**config.mk**
```make
export PLATFORM = sky130hd
export DESIGN_NAME = dual_port_regfile
export DESIGN_NICKNAME = d
export VERILOG_FILES = /design/src/rtl/rfile_pkg.sv /design/src/rtl/rf_wr_decode.sv /design/src/rtl/rf_array.sv /design/src/rtl/rf_read_port.sv /design/src/rtl/dual_port_regfile.sv
export SDC_FILE = /design/constraint.sdc
export NUM_CORES = 1
export LEC_CHECK = 0
export BUFFER_PORTS_ARGS = -buffer_cell sky130_fd_sc_hd__buf_2
export CAP_MARGIN = 5
export CORE_MARGIN = 3
export CORE_UTILIZATION = 25
export CTS_CLUSTER_DIAMETER = 30
export DETAILED_ROUTE_END_ITERATION = 10
export PLACE_DENSITY = 0.48
export SLEW_MARGIN = 30
export SYNTH_ARGS = -nofsm -noshare
export SYNTH_HDL_FRONTEND = slang
export SYNTH_HIERARCHICAL = 1
export SYNTH_SLANG_ARGS = --single-unit
```
**constraint.sdc**
```tcl
create_clock -name clk -period 3.9 [get_ports clk]
set_input_delay 0.78 -clock clk [delete_from_list [all_inputs] [get_ports clk]]
set_output_delay 0.78 -clock clk [all_outputs]
set_load 0.02 [all_outputs]
```
**src/rtl/rfile_pkg.sv**
```systemverilog
package rfile_pkg;

    localparam int unsigned RF_DEF_WORDS = 8;
    localparam int unsigned RF_DEF_WIDTH = 8;

    // Where the read output register takes its next value from
    typedef enum logic [1:0] {
        RD_SRC_HOLD   = 2'd0,
        RD_SRC_ARRAY  = 2'd1,
        RD_SRC_BYPASS = 2'd2,
        RD_SRC_CLEAR  = 2'd3
    } rd_src_e;

    // Pick the read source from reset, enables and the index match
    function automatic rd_src_e pick_rd_src(input logic clr,
                                            input logic rd_go,
                                            input logic wr_go,
                                            input logic same_idx);
        if (clr)
            return RD_SRC_CLEAR;
        else if (!rd_go)
            return RD_SRC_HOLD;
        else if (wr_go && same_idx)
            return RD_SRC_BYPASS;
        else
            return RD_SRC_ARRAY;
    endfunction

endpackage

```
**src/rtl/rf_wr_decode.sv**
```systemverilog
module rf_wr_decode #(
    parameter int unsigned NUM_WORDS = rfile_pkg::RF_DEF_WORDS,
    localparam int unsigned AW = $clog2(NUM_WORDS)
) (
    input  logic                 clk,
    input  logic                 rst,
    input  logic                 wr_en,
    input  logic [AW-1:0]        wr_addr,
    output logic [NUM_WORDS-1:0] row_we
);

    for (genvar g = 0; g < NUM_WORDS; g++) begin : g_row
        assign row_we[g] = wr_en && (wr_addr == AW'(g));
    end

    AST_ROW_ONEHOT: assert property (@(posedge clk) disable iff (rst)
        $onehot0(row_we)) else $error("several rows selected");

    AST_ROW_ON_WRITE: assert property (@(posedge clk) disable iff (rst)
        wr_en |-> ($countones(row_we) == 1)) else $error("write selects no row");

endmodule

```
**src/rtl/rf_array.sv**
```systemverilog
module rf_array #(
    parameter int unsigned NUM_WORDS = rfile_pkg::RF_DEF_WORDS,
    parameter int unsigned DATA_W    = rfile_pkg::RF_DEF_WIDTH
) (
    input  logic                              clk,
    input  logic                              rst,
    input  logic [NUM_WORDS-1:0]              row_we,
    input  logic [DATA_W-1:0]                 wr_data,
    output logic [NUM_WORDS-1:0][DATA_W-1:0]  rows
);

    // Storage has no reset: contents survive rst
    for (genvar g = 0; g < NUM_WORDS; g++) begin : g_word
        always_ff @(posedge clk) begin
            if (row_we[g])
                rows[g] <= wr_data;
        end

        AST_ROW_KEEP: assert property (@(posedge clk) disable iff (rst)
            !row_we[g] |=> $stable(rows[g])) else $error("row changed without write");

        AST_ROW_LOAD: assert property (@(posedge clk) disable iff (rst)
            row_we[g] |=> (rows[g] == $past(wr_data))) else $error("row missed write");
    end

endmodule

```
**src/rtl/rf_read_port.sv**
```systemverilog
module rf_read_port
    import rfile_pkg::*;
#(
    parameter int unsigned NUM_WORDS = RF_DEF_WORDS,
    parameter int unsigned DATA_W    = RF_DEF_WIDTH,
    localparam int unsigned AW = $clog2(NUM_WORDS)
) (
    input  logic                              clk,
    input  logic                              rst,
    input  logic                              rd_en,
    input  logic [AW-1:0]                     rd_addr,
    input  logic                              wr_en,
    input  logic [AW-1:0]                     wr_addr,
    input  logic [DATA_W-1:0]                 wr_data,
    input  logic [NUM_WORDS-1:0][DATA_W-1:0]  rows,
    output logic [DATA_W-1:0]                 rd_data
);

    rd_src_e            src;
    logic               same_idx;
    logic [DATA_W-1:0]  arr_word;
    logic [DATA_W-1:0]  nxt;

    assign same_idx = (rd_addr == wr_addr);
    assign arr_word = rows[rd_addr];

    always_comb begin
        src = pick_rd_src(rst, rd_en, wr_en, same_idx);
        unique case (src)
            RD_SRC_CLEAR:  nxt = '0;
            RD_SRC_BYPASS: nxt = wr_data;
            RD_SRC_ARRAY:  nxt = arr_word;
            default:       nxt = rd_data;
        endcase
    end

    always_ff @(posedge clk) begin
        rd_data <= nxt;
    end

    AST_RST_CLEARS: assert property (@(posedge clk)
        rst |=> (rd_data == '0)) else $error("output not cleared");

    AST_IDLE_HOLDS: assert property (@(posedge clk) disable iff (rst)
        !rd_en |=> $stable(rd_data)) else $error("output moved while idle");

    AST_COLLIDE_FWD: assert property (@(posedge clk) disable iff (rst)
        (rd_en && wr_en && (rd_addr == wr_addr)) |=> (rd_data == $past(wr_data)))
        else $error("collision not forwarded");

    AST_READ_OLD: assert property (@(posedge clk) disable iff (rst)
        (rd_en && !(wr_en && (rd_addr == wr_addr))) |=> (rd_data == $past(rows[rd_addr])))
        else $error("read returned wrong word");

endmodule

```
**src/rtl/dual_port_regfile.sv**
```systemverilog
module dual_port_regfile #(
    parameter int unsigned NUM_WORDS = rfile_pkg::RF_DEF_WORDS,
    parameter int unsigned DATA_W    = rfile_pkg::RF_DEF_WIDTH,
    localparam int unsigned AW = $clog2(NUM_WORDS)
) (
    input  logic              clk,
    input  logic              rst,
    input  logic              wr_en,
    input  logic [AW-1:0]     wr_addr,
    input  logic [DATA_W-1:0] wr_data,
    input  logic              rd_en,
    input  logic [AW-1:0]     rd_addr,
    output logic [DATA_W-1:0] rd_data
);

    logic [NUM_WORDS-1:0]             row_we;
    logic [NUM_WORDS-1:0][DATA_W-1:0] rows;

    rf_wr_decode #(.NUM_WORDS(NUM_WORDS)) u_dec (
        .clk     (clk),
        .rst     (rst),
        .wr_en   (wr_en),
        .wr_addr (wr_addr),
        .row_we  (row_we)
    );

    rf_array #(.NUM_WORDS(NUM_WORDS), .DATA_W(DATA_W)) u_arr (
        .clk     (clk),
        .rst     (rst),
        .row_we  (row_we),
        .wr_data (wr_data),
        .rows    (rows)
    );

    rf_read_port #(.NUM_WORDS(NUM_WORDS), .DATA_W(DATA_W)) u_rd (
        .clk     (clk),
        .rst     (rst),
        .rd_en   (rd_en),
        .rd_addr (rd_addr),
        .wr_en   (wr_en),
        .wr_addr (wr_addr),
        .wr_data (wr_data),
        .rows    (rows),
        .rd_data (rd_data)
    );

    // differing indices read the old word while the write lands elsewhere
    AST_SPLIT_RW: assert property (@(posedge clk) disable iff (rst)
        (rd_en && wr_en && (rd_addr != wr_addr)) |=> (rd_data == $past(rows[rd_addr])))
        else $error("split access disturbed read");

endmodule

```
==> metrics.yaml, run 1 <==
job:
  max-cap-violations: 0
pwr:
  power.combinational.fraction: 0.060
  p_switching_uw: 339
  power.sequential.fraction: 0.490
  powerDensity_nw_per_um2: 522
  p_clk_frac: 0.451
  switch_share: 0.186
  internal-power_mw: 1.48
  total_leakage_power_nw: 1.19
  total_power_mw: 1.82
  vdd_drop_max_v: 0.000242
timing:
  timing.final.hold_violations: 0
  unrepaired_setup_endpoints_after_global_routing: "false"
  setup-violations-final: 0
  final_critical_path_setup_slack_ns: 1.59
  slew_headroom: 0.454
  finalCritPeriodShare: 0.592
  period_minus_slack_ns: 2.31
  setup_total_negative_slack_ns: 0
  timing_worst_slew_pin_value_ns: 0.816
  achievable-frequency_ghz: 0.433
  report.final.slew_viol_count: 0
  max_clock_skew_ns: 0.00475
die:
  placementRows: 38
  floorplan.initialDensity: 0.263
  chipWidth_um: 114
  die_area_um2: 13100
  chipHeight_um: 114
  core_area_um2: 11200
  ios: 26
global_routing:
  grt_antenna_before_repair: 0
  first_global_vias: 1467
  gr-usage-all-layers: 0.0975
  overflow: 0
  grt_max_degree: 18
  grt_first_pass_wirelength_um: 8980
clock_network:
  cts_resized: 0
  cts_num_sinks: 72
  tritoncts: "yes"
  htree_levels: 3
  path_clk_slew_ns: 0.05
  postCtsSetupBuffers: 0
  numCtsBuffers: 9
  hold_buffers: 0
  clockBufferDepth: 2
  clock_insertion_delay_worst_skew_ns: 0.32
  root_buffer: "clkbuf_16"
setup_path:
  path_cells: "buf_2 -> mux4_1 -> mux2_2 -> a22o_1"
  endpoint_kind: "flop"
  crit_path_max_fanout: 17
  crit_path_max_incr_delay_ns: 0.64
  worst_setup_path_start_kind: "input port"
  worstPathRequired_ns: 3.97
  worst-endpoint-arrival_ns: 2.38
  timing.setup.critical_path_class: "input port to flop"
  cp_slowest_cell: "mux4_1"
  rrSetupSlack_ns: 2.25
cells_and_area:
  layout-drive-gt1-share: 0.366
  final_util: 0.312
  finish.cell_count_without_fillers: 302
  area_growth_syn_to_layout_pct: 19.0
  layout.nets: 175
  commonest_cells_after_routing_fill_and_taps_aside: "edfxtp_1 (72), buf_2 (25), mux4_1 (12)"
  layout_commonest_cell: "edfxtp_1"
synthesis:
  synthesis.instances: 126
  synth_seq_cells: 72
  netlist_area_um2: 2930
  ys.warnings.count: 6
  synthesis.nets: 144
  post_synth_num_cell_types: 19
  post_synth.cell_area_avg_um2: 23.3
  sequential_cell_area_fraction_in_the_yosys_report: 0.737
drt:
  remaining_design_rule_violation_count: 0
  dr.first_iter.drc_count: 116
  detailroute.via_count: 1369
  antenna_violating_nets_post_route: 0
  totalWireLength_um: 6010
  routed_length_per_instance_um: 19.9
  drtPass1Iterations: 4
  vias_per_cell: 4.53
place:
  placement.io_buffers: 25
  globalplace.congestion: 0.726
  dp.final_hpwl_um: 3870
  place_worst_setup_slack_ns: 1.25
  placed_cells_incl_taps: 286
run_status:
  run_status: "finished, final reports clean"
min_path:
  hold_path.class: "input port to flop"
## final cells by class
type,instances,area (um^2)
multi-input combinational,48,717
clock buffer,10,229
antenna,1,2.50
clock inverter,5,72.6
timing repair buffer,26,133
sequential,72,2160
fill,1054,7680
tap,140,175
## final timing paths
kind                            start                        end  cells past startpoint
max                        rd_addr[0]  u_rd/rd_data[0]$_DFFE_PP_                      4
min reg2reg  u_arr/rows[41]$_DFFE_PP_  u_rd/rd_data[1]$_DFFE_PP_                      3
min                        wr_data[5]   u_arr/rows[37]$_DFFE_PP_                      1
max reg2reg  u_arr/rows[16]$_DFFE_PP_  u_rd/rd_data[0]$_DFFE_PP_                      3
## synthesized netlist by cell type
cell type	n	area [um^2]
nor2_1	1	3.75
or2_2	1	6.26
nor4b_2	1	15.0
and4_2	1	10.0
a22o_1	8	70.1
xnor2_1	3	26.3
mux4_2	4	90.1
buf_6	2	22.5
clkbuf_1	2	7.51
buf_12	1	20.0
and4b_2	3	33.8
mux2_2	8	90.1
edfxtp_1	72	2160
and4bb_2	3	37.5
nor2b_1	1	6.26
nand2b_1	1	6.26
nand4_1	1	6.26
buf_2	1	5.00
mux4_1	12	315
## critical path, delay by kind of cell
family / cells / cell delay, ns
buffers and inverters: 1 / 0.44
AO/OA/AOI/OAI: 1 / 0.23
multiplexers: 2 / 0.92
## per-layer routing
metal / vias to the layer above / track usage / wire, um
met3: 2 / 0.0428 / 292
met5: - / 0 / 0
met4: 0 / 0.0238 / 40
li1: 621 / - / -
met1: 712 / 0.127 / 2870
met2: 34 / 0.150 / 2810
## per-stage QoR
stage	cell area [um^2]	hold WS [ns]
floorplan	2930	0.821
global placement	3190	0.844
detailed placement	3190	0.863
CTS	3490	0.746
global route	3490	0.749
finish	3490	0.760
## registers in the layout, summed over array words and instances, names as in the netlist
register and count:
u_arr/rows 64, u_rd/rd_data 8
## cell families after synthesis
logic type | Yosys count | share of synthesized area
AOI/OAI and AO/OA | 8 | 0.0239
xor gates and xnor gates | 3 | 0.00896
buffers and inverters | 6 | 0.0188
DFF | 72 | 0.737
muxes | 24 | 0.169
and+or+nand+nor | 13 | 0.0426
## power by group through the flow
stage	clock network (mW)	logic, mW	registers (mW)
after detailed placement	0	0.110	0.908
final	0.821	0.109	0.891
after CTS	0.842	0.110	0.892
after global placement	0	0.106	0.905
after global routing	0.879	0.117	0.893
after floorplan	0	0.0605	0.914
No activity file was read; power rests on OpenSTA's default activity.
==> run 2, diff against run 1 <==
==> constraint.sdc (replaced) <==
create_clock -name clk -period 2.28 [get_ports clk]
set_input_delay 0.456 -clock clk [delete_from_list [all_inputs] [get_ports clk]]
set_output_delay 0.456 -clock clk [all_outputs]
set_load 0.02 [all_outputs]
==> run 2 against run 1 <==
Compared with the run above: power grew 80%; core utilization grew 0.85 points; clock skew grew 0.0029 ns; sequential power grew 71%; sequential share of layout area shrank 1.6 points; die area is the same; worst hold slack lost 0.33 ns; via count grew 2.1%; clock power grew 90%; global-route usage grew 0.32 points; critical path type unchanged; highest routed layer unchanged.
==> metrics.yaml, run 2 (synthesized netlist as in run 1, its figures left out) <==
clock_network:
  cts_resized: 0  # unchanged
  hold_buffers: 0  # unchanged
  tritoncts: "yes"
  htree_levels: 3  # unchanged
  clockBufferDepth: 2  # unchanged
  postCtsSetupBuffers: 0  # unchanged
  clock_insertion_delay_worst_skew_ns: 0.33  # about the same
  path_clk_slew_ns: 0.06  # about the same
  cts_num_sinks: 72  # unchanged
  numCtsBuffers: 9  # unchanged
  root_buffer: "clkbuf_16"
place:
  place_worst_setup_slack_ns: 0.184  # -1.06 ns
  detailed_place.area_um2: 3250  # +2.0%
  placed_cells_incl_taps: 291  # +1.7%
  placement.io_buffers: 25  # unchanged
  globalplace.congestion: 0.706  # -2.8%
pwr:
  powerDensity_nw_per_um2: 916  # +76%
  vdd_drop_max_v: 0.000345  # +43%
  switch_share: 0.188  # +0.00197
  p_switching_uw: 619  # +82%
  power.sequential.fraction: 0.464  # -0.026
  internal-power_mw: 2.67  # +80%
  power.combinational.fraction: 0.060  # about the same
  p_clk_frac: 0.476  # +0.025
  total_leakage_power_nw: 1.24  # +4.2%
timing:
  finalCritPeriodShare: 0.770
  timing_worst_slew_pin_value_ns: 0.658  # -0.159 ns
  slew_headroom: 0.561  # +0.107
  holdWs_ns: 0.433  # -0.327 ns
  report.final.slew_viol_count: 0  # unchanged
  unrepaired_setup_endpoints_after_global_routing: "false"
  final_critical_path_setup_slack_ns: 0.524  # -1.07 ns
  period_minus_slack_ns: 1.76
  setup-violations-final: 0  # unchanged
  timing.final.hold_violations: 0  # unchanged
  setup_total_negative_slack_ns: 0  # unchanged
  achievable-frequency_ghz: 0.569
  max_clock_skew_ns: 0.00766  # +0.00292 ns
cells_and_area:
  flip_flop_count_of_the_largest_register_all_copies_and_words_added: 64  # unchanged
  layout-drive-gt1-share: 0.401  # +0.0347
  layout_top_registers: "u_arr/rows (64), u_rd/rd_data (8)"
  commonest_cells_after_routing_fill_and_taps_aside: "edfxtp_1 (72), buf_2 (25), mux4_1 (12)"
  layout.nets: 180  # +2.9%
  area_growth_syn_to_layout_pct: 22.2
  diodes: 0  # -1
  finish.cell_count_without_fillers: 307  # +1.7%
  layout_commonest_cell: "edfxtp_1"
  top_register: "u_arr/rows"
  design_area_um2: 3590  # +2.7%
global_routing:
  grt_antenna_before_repair: 0  # unchanged
  overflow: 0  # unchanged
  first_global_vias: 1529  # +4.2%
  gr-usage-all-layers: 0.101  # +0.00324
  grt_first_pass_wirelength_um: 9470  # +5.5%
  grt_max_degree: 16  # -2
min_path:
  hp-start: "wr_data[6]"
  hold-path-cell-count: 1  # unchanged
  hold_path.class: "input port to flop"
  hold_path_end: "u_arr/rows[22]$_DFFE_PP_"
setup_path:
  path_cells: "buf_2 -> buf_12 -> mux4_1 -> mux2_2 -> a22o_1"
  rrSetupSlack_ns: 0.64  # -1.61 ns
  crit_path_max_incr_delay_ns: 0.58  # -0.06 ns
  r2r_start: "u_arr/rows[24]$_DFFE_PP_"
  crit_path_max_fanout: 15  # -2
  endpoint_kind: "flop"
  worstPathRequired_ns: 2.36  # -1.61 ns
  timing.setup.critical_path_class: "input port to flop"
  worst_setup_path_start_kind: "input port"
  worst-endpoint-arrival_ns: 1.83  # -0.55 ns
  worst-r2r-cell-count: 3  # unchanged
  cp_slowest_cell: "mux4_1"
  regToRegEndpoint: "u_rd/rd_data[0]$_DFFE_PP_"
die:
  floorplan.initialDensity: 0.263  # unchanged
  ios: 26  # unchanged
  placementRows: 38  # unchanged
  die_area_um2: 13100  # unchanged
  core_area_um2: 11200  # unchanged
  chipHeight_um: 114  # unchanged
  chipWidth_um: 114  # unchanged
drt:
  drtPass1Iterations: 4  # unchanged
  dr.first_iter.drc_count: 54  # -53%
  antenna_violating_nets_post_route: 0  # unchanged
  remaining_design_rule_violation_count: 0  # unchanged
  detailroute.via_count: 1398  # +2.1%
  vias_per_cell: 4.55  # +0.46%
  routed_length_per_instance_um: 19.6  # -1.5%
  totalWireLength_um: 6020  # +0.15%
run_status:
  run_status: "finished, final reports clean"
job:
  max-cap-violations: 0  # unchanged
run 2: cell types whose count changed in the layout (fill, tap and decap cells not counted), sizes merged:
cell | before | now
clkinv | 3 | 2
clkinvlp | 0 | 1
bufinv | 2 | 3
buf | 26 | 31
diode | 1 | 0
run 2: cell type report:
class                      instances  area [um^2]
clock inverter                     6          108
clock buffer                      10          229
fill                            1061         7590
sequential                        72         2160
multi-input combinational         48          717
tap                              140          175
timing repair buffer              31          195
run 2: power by group through the flow:
stage	clock [mW]	sequential [mW]	combinational [mW]
2_1_floorplan	0	1.56	0.103
3_3_place_gp	0	1.55	0.199
3_5_place_dp	0	1.55	0.200
4_1_cts	1.60	1.52	0.202
5_1_grt	1.66	1.53	0.216
6_report	1.56	1.52	0.198
run 2: critical path, delay by kind of cell:
family          cells  cell delay, ns
mux                 2            0.86
buf+inv             2            0.32
compound gates      1            0.19
run 2: layer usage:
metal  global-route usage  wire length, um  vias up  share of wire
met3               0.0354              249        6          0.041
li1                     -                -      628              -
met4               0.0309               72        0          0.012
met1                0.135             2870      730           0.48
met5                    0                0        -              0
met2                0.155             2830       34           0.47
run 2: stage by stage:
stage,utilization,power (mW)
2_1_floorplan,-,1.67
3_3_place_gp,0.291,1.75
3_5_place_dp,0.291,1.75
4_1_cts,0.321,3.32
5_1_grt,0.321,3.40
6_report,0.321,3.28
run 2: worst max path at each step:
stage                          start                   endpoint  slack (ns)  depth (start not counted)
after detailed placement  rd_addr[0]  u_rd/rd_data[4]$_DFFE_PP_        0.18                          5
after floorplan           rd_addr[2]  u_rd/rd_data[1]$_DFFE_PP_        0.33                          5
after CTS                 rd_addr[0]  u_rd/rd_data[5]$_DFFE_PP_        0.52                          5
final                     rd_addr[0]  u_rd/rd_data[5]$_DFFE_PP_        0.52                          5
after global placement    rd_addr[0]  u_rd/rd_data[7]$_DFFE_PP_        0.18                          5
after global routing      rd_addr[0]  u_rd/rd_data[5]$_DFFE_PP_        0.47                          5
==> run 3, diff against run 2 <==
--- a/config.mk
+++ b/config.mk
@@ -5,6 +5,7 @@
 export SDC_FILE = /design/constraint.sdc
 export NUM_CORES = 1
 export LEC_CHECK = 0
+export ABC_AREA = 1
 export BUFFER_PORTS_ARGS = -buffer_cell sky130_fd_sc_hd__buf_2
 export CAP_MARGIN = 5
 export CORE_MARGIN = 3
==> constraint.sdc (replaced) <==
create_clock -name clk -period 1.8 [get_ports clk]
set_input_delay 0.36 -clock clk [delete_from_list [all_inputs] [get_ports clk]]
set_output_delay 0.36 -clock clk [all_outputs]
set_load 0.02 [all_outputs]
==> run 3 against run 2 <==
Compared with the run above: clock-buffer cell count unchanged; clock skew shrank 0.0028 ns; final cell count up 70%; die area up 9.2%; via count up 57%; power grew 25%; sequential power up 27%; critical path type unchanged; critical endpoint is now u_rd/rd_data[0]$_DFFE_PP_; highest routed layer unchanged.
==> metrics.yaml, run 3 <==
run_status:
  run_status: "finished, final reports clean"
cells_and_area:
  area_growth_syn_to_layout_pct: 20.5
  area_of_the_multi_input_gates_um2: 773  # +7.9%
  layout.nets: 367  # +100%
  layout_top_registers: "u_arr/rows (64), u_rd/rd_data (8)"
  diodes: 0  # unchanged
  layout_commonest_cell: "nand2_1"
  layout-drive-gt1-share: 0.169  # -0.232
  commonest_cells_after_routing_fill_and_taps_aside: "nand2_1 (110), edfxtp_1 (72), nand3_1 (48)"
  top_register: "u_arr/rows"
  layout.area.seq_um2: 2160  # unchanged
  design_area_um2: 3880  # +8.2%
  filler_cell_count: 1291  # +22%
  flip_flop_count_of_the_largest_register_all_copies_and_words_added: 64  # unchanged
synthesis:
  post_synth.cell_area_avg_um2: 10.3  # -56%
  netlist_area_um2: 3220  # +9.8%
  post_synth_num_cell_types: 16  # -3
  synth_top_area_frac: 0.671  # -0.0656
  synth_top_cells_by_count: "nand2_1 (110), edfxtp_1 (72), nand3_1 (48)"
  synthesis.nets: 331  # +130%
  synth_edf_count: 72  # unchanged
  ys.warnings.count: 6  # unchanged
  ys_dominant_reg_cell: "edfxtp_1"
  synth_top_cell_by_area: "edfxtp_1"
  synthesis.instances: 313  # +150%
  sequential_cell_area_fraction_in_the_yosys_report: 0.671  # -0.0656
  synth.area.top_cells: "edfxtp_1 (67%), nand2_1 (13%), nand3_1 (7.5%), inv_1 (5.4%), buf_6 (1.7%)"
  synth_seq_cells: 72  # unchanged
  async_reset_ff_frac: 0  # unchanged
  synth_most_common_cell: "nand2_1"
pwr:
  power.sequential.fraction: 0.469  # +0.005
  vdd_drop_max_v: 0.000447  # +29%
  p_clk_frac: 0.455  # -0.021
  p_switching_uw: 890  # +44%
  power.combinational.fraction: 0.076  # +0.016
  switch_share: 0.217  # +0.0282
  total_leakage_power_nw: 1.68  # +36%
  internal-power_mw: 3.22  # +21%
  total_power_mw: 4.11  # +25%
  powerDensity_nw_per_um2: 1060  # +16%
clock_network:
  clock_insertion_delay_worst_skew_ns: 0.33  # about the same
  htree_levels: 3  # unchanged
  cts_resized: 0  # unchanged
  cts_num_sinks: 72  # unchanged
  postCtsSetupBuffers: 0  # unchanged
  path_clk_slew_ns: 0.06  # about the same
  root_buffer: "clkbuf_16"
  tritoncts: "yes"
  clockBufferDepth: 2  # unchanged
  hold_buffers: 0  # unchanged
  numCtsBuffers: 9  # unchanged
timing:
  setup-violations-final: 0  # unchanged
  final_critical_path_setup_slack_ns: 0.545  # +0.0208 ns
  setup_total_negative_slack_ns: 0  # unchanged
  achievable-frequency_ghz: 0.797
  slew_headroom: 0.735  # +0.174
  report.final.slew_viol_count: 0  # unchanged
  period_minus_slack_ns: 1.26
  finalCritPeriodShare: 0.697
  timing_worst_slew_pin_value_ns: 0.397  # -0.260 ns
  timing.final.hold_violations: 0  # unchanged
  unrepaired_setup_endpoints_after_global_routing: "false"
  max_clock_skew_ns: 0.00490  # -0.00276 ns
global_routing:
  grt_max_degree: 33  # +17
  grt_antenna_before_repair: 0  # unchanged
  first_global_vias: 2079  # +36%
  grt_first_pass_wirelength_um: 11600  # +22%
  overflow: 0  # unchanged
  gr-usage-all-layers: 0.107  # +0.00644
setup_path:
  worst_setup_path_start_kind: "input port"
  worst-endpoint-arrival_ns: 1.34  # -0.49 ns
  endpoint_kind: "flop"
  worstPathRequired_ns: 1.88  # -0.48 ns
  worst-r2r-cell-count: 6  # +3
  regToRegEndpoint: "u_rd/rd_data[1]$_DFFE_PP_"
  timing.setup.critical_path_class: "input port to flop"
  crit_path_max_fanout: 17  # +2
  r2r_start: "u_arr/rows[49]$_DFFE_PP_"
  rrSetupSlack_ns: 0.67  # +0.03 ns
min_path:
  hold_path_end: "u_arr/rows[35]$_DFFE_PP_"
  hold-path-cell-count: 1  # unchanged
  hp-start: "wr_data[3]"
  hold_path.class: "input port to flop"
die:
  ios: 26  # unchanged
  die_area_um2: 14300  # +9.2%
  core_area_um2: 12300  # +10%
  chipHeight_um: 120  # +4.5%
  floorplan.initialDensity: 0.262  # -0.00101
  placementRows: 40  # +5.3%
  chipWidth_um: 120  # +4.5%
drt:
  vias_per_cell: 4.20  # -7.9%
  totalWireLength_um: 7200  # +20%
  routed_length_per_instance_um: 13.8  # -30%
  drtPass1Iterations: 5  # +1
  antenna_violating_nets_post_route: 0  # unchanged
  dr.first_iter.drc_count: 124  # +130%
  detailroute.via_count: 2190  # +57%
  remaining_design_rule_violation_count: 0  # unchanged
job:
  max-cap-violations: 0  # unchanged
place:
  dp.final_hpwl_um: 4870
  detailed_place.area_um2: 3570  # +9.8%
  placement.io_buffers: 25  # unchanged
  globalplace.congestion: 0.798  # +13%
  place_worst_setup_slack_ns: 0.201  # +0.0170 ns
-- run 3: kinds of logic after synthesis --
| logic type | after synthesis | synth area share |
|---|---|---|
| and+or+nand+nor | 174 | 0.229 |
| buffers and inverters | 60 | 0.0886 |
| DFF | 72 | 0.671 |
| AOI/OAI and AO/OA | 7 | 0.0109 |
-- run 3: per-stage QoR --
step / hold WS, ns / util / std cells
floorplan: 0.459 / - / 313
global placement: 0.693 / 0.290 / 506
detailed placement: 0.703 / 0.290 / 506
CTS: 0.353 / 0.315 / 522
global route: 0.375 / 0.315 / 522
finish: 0.351 / 0.315 / 522
-- run 3: power groups by stage --
stage          clock network [mW]  registers, mW  logic (mW)
4_1_cts                      1.90           1.93       0.316
2_1_floorplan                   0           1.98       0.176
3_3_place_gp                    0           1.96       0.313
6_report                     1.87           1.93       0.313
3_5_place_dp                    0           1.96       0.314
5_1_grt                      1.99           1.93       0.352
-- run 3: worst max-delay path by stage --
stage                                 to  startpoint  cells past startpoint  slack [ns]
2_1_floorplan  u_rd/rd_data[0]$_DFFE_PP_  rd_addr[1]                     10        0.53
3_3_place_gp   u_rd/rd_data[0]$_DFFE_PP_  rd_addr[1]                     10        0.23
3_5_place_dp   u_rd/rd_data[0]$_DFFE_PP_  rd_addr[1]                     10        0.20
4_1_cts        u_rd/rd_data[0]$_DFFE_PP_  rd_addr[1]                     10        0.56
5_1_grt        u_rd/rd_data[3]$_DFFE_PP_  rd_addr[1]                      7        0.44
6_report       u_rd/rd_data[0]$_DFFE_PP_  rd_addr[1]                     10        0.54
-- run 3: area by class of cell --
cell class | instances | area share
timing repair buffer | 36 | 0.0600
inverter | 49 | 0.0487
multi-input combinational | 181 | 0.199
tap | 168 | 0.0542
clock inverter | 6 | 0.0216
sequential | 72 | 0.557
clock buffer | 10 | 0.0590
-- run 3: per-layer routing --
metal,GRT usage,vias to the layer above,wire (um)
met1,0.153,1031,3540
li1,-,1083,-
met2,0.156,66,3170
met5,0,-,0
met4,0.0494,0,140
met3,0.0221,10,343
-- run 3: worst max-delay path: stages --
cell and delay, ns:
buf_2 0.25, inv_4 0.15, nand2_4 0.08, inv_1 0.03, nor2_1 0.08, nand2_1 0.07, nand2_2 0.14, inv_1 0.06
nand2_1 0.06, nand2_1 0.04
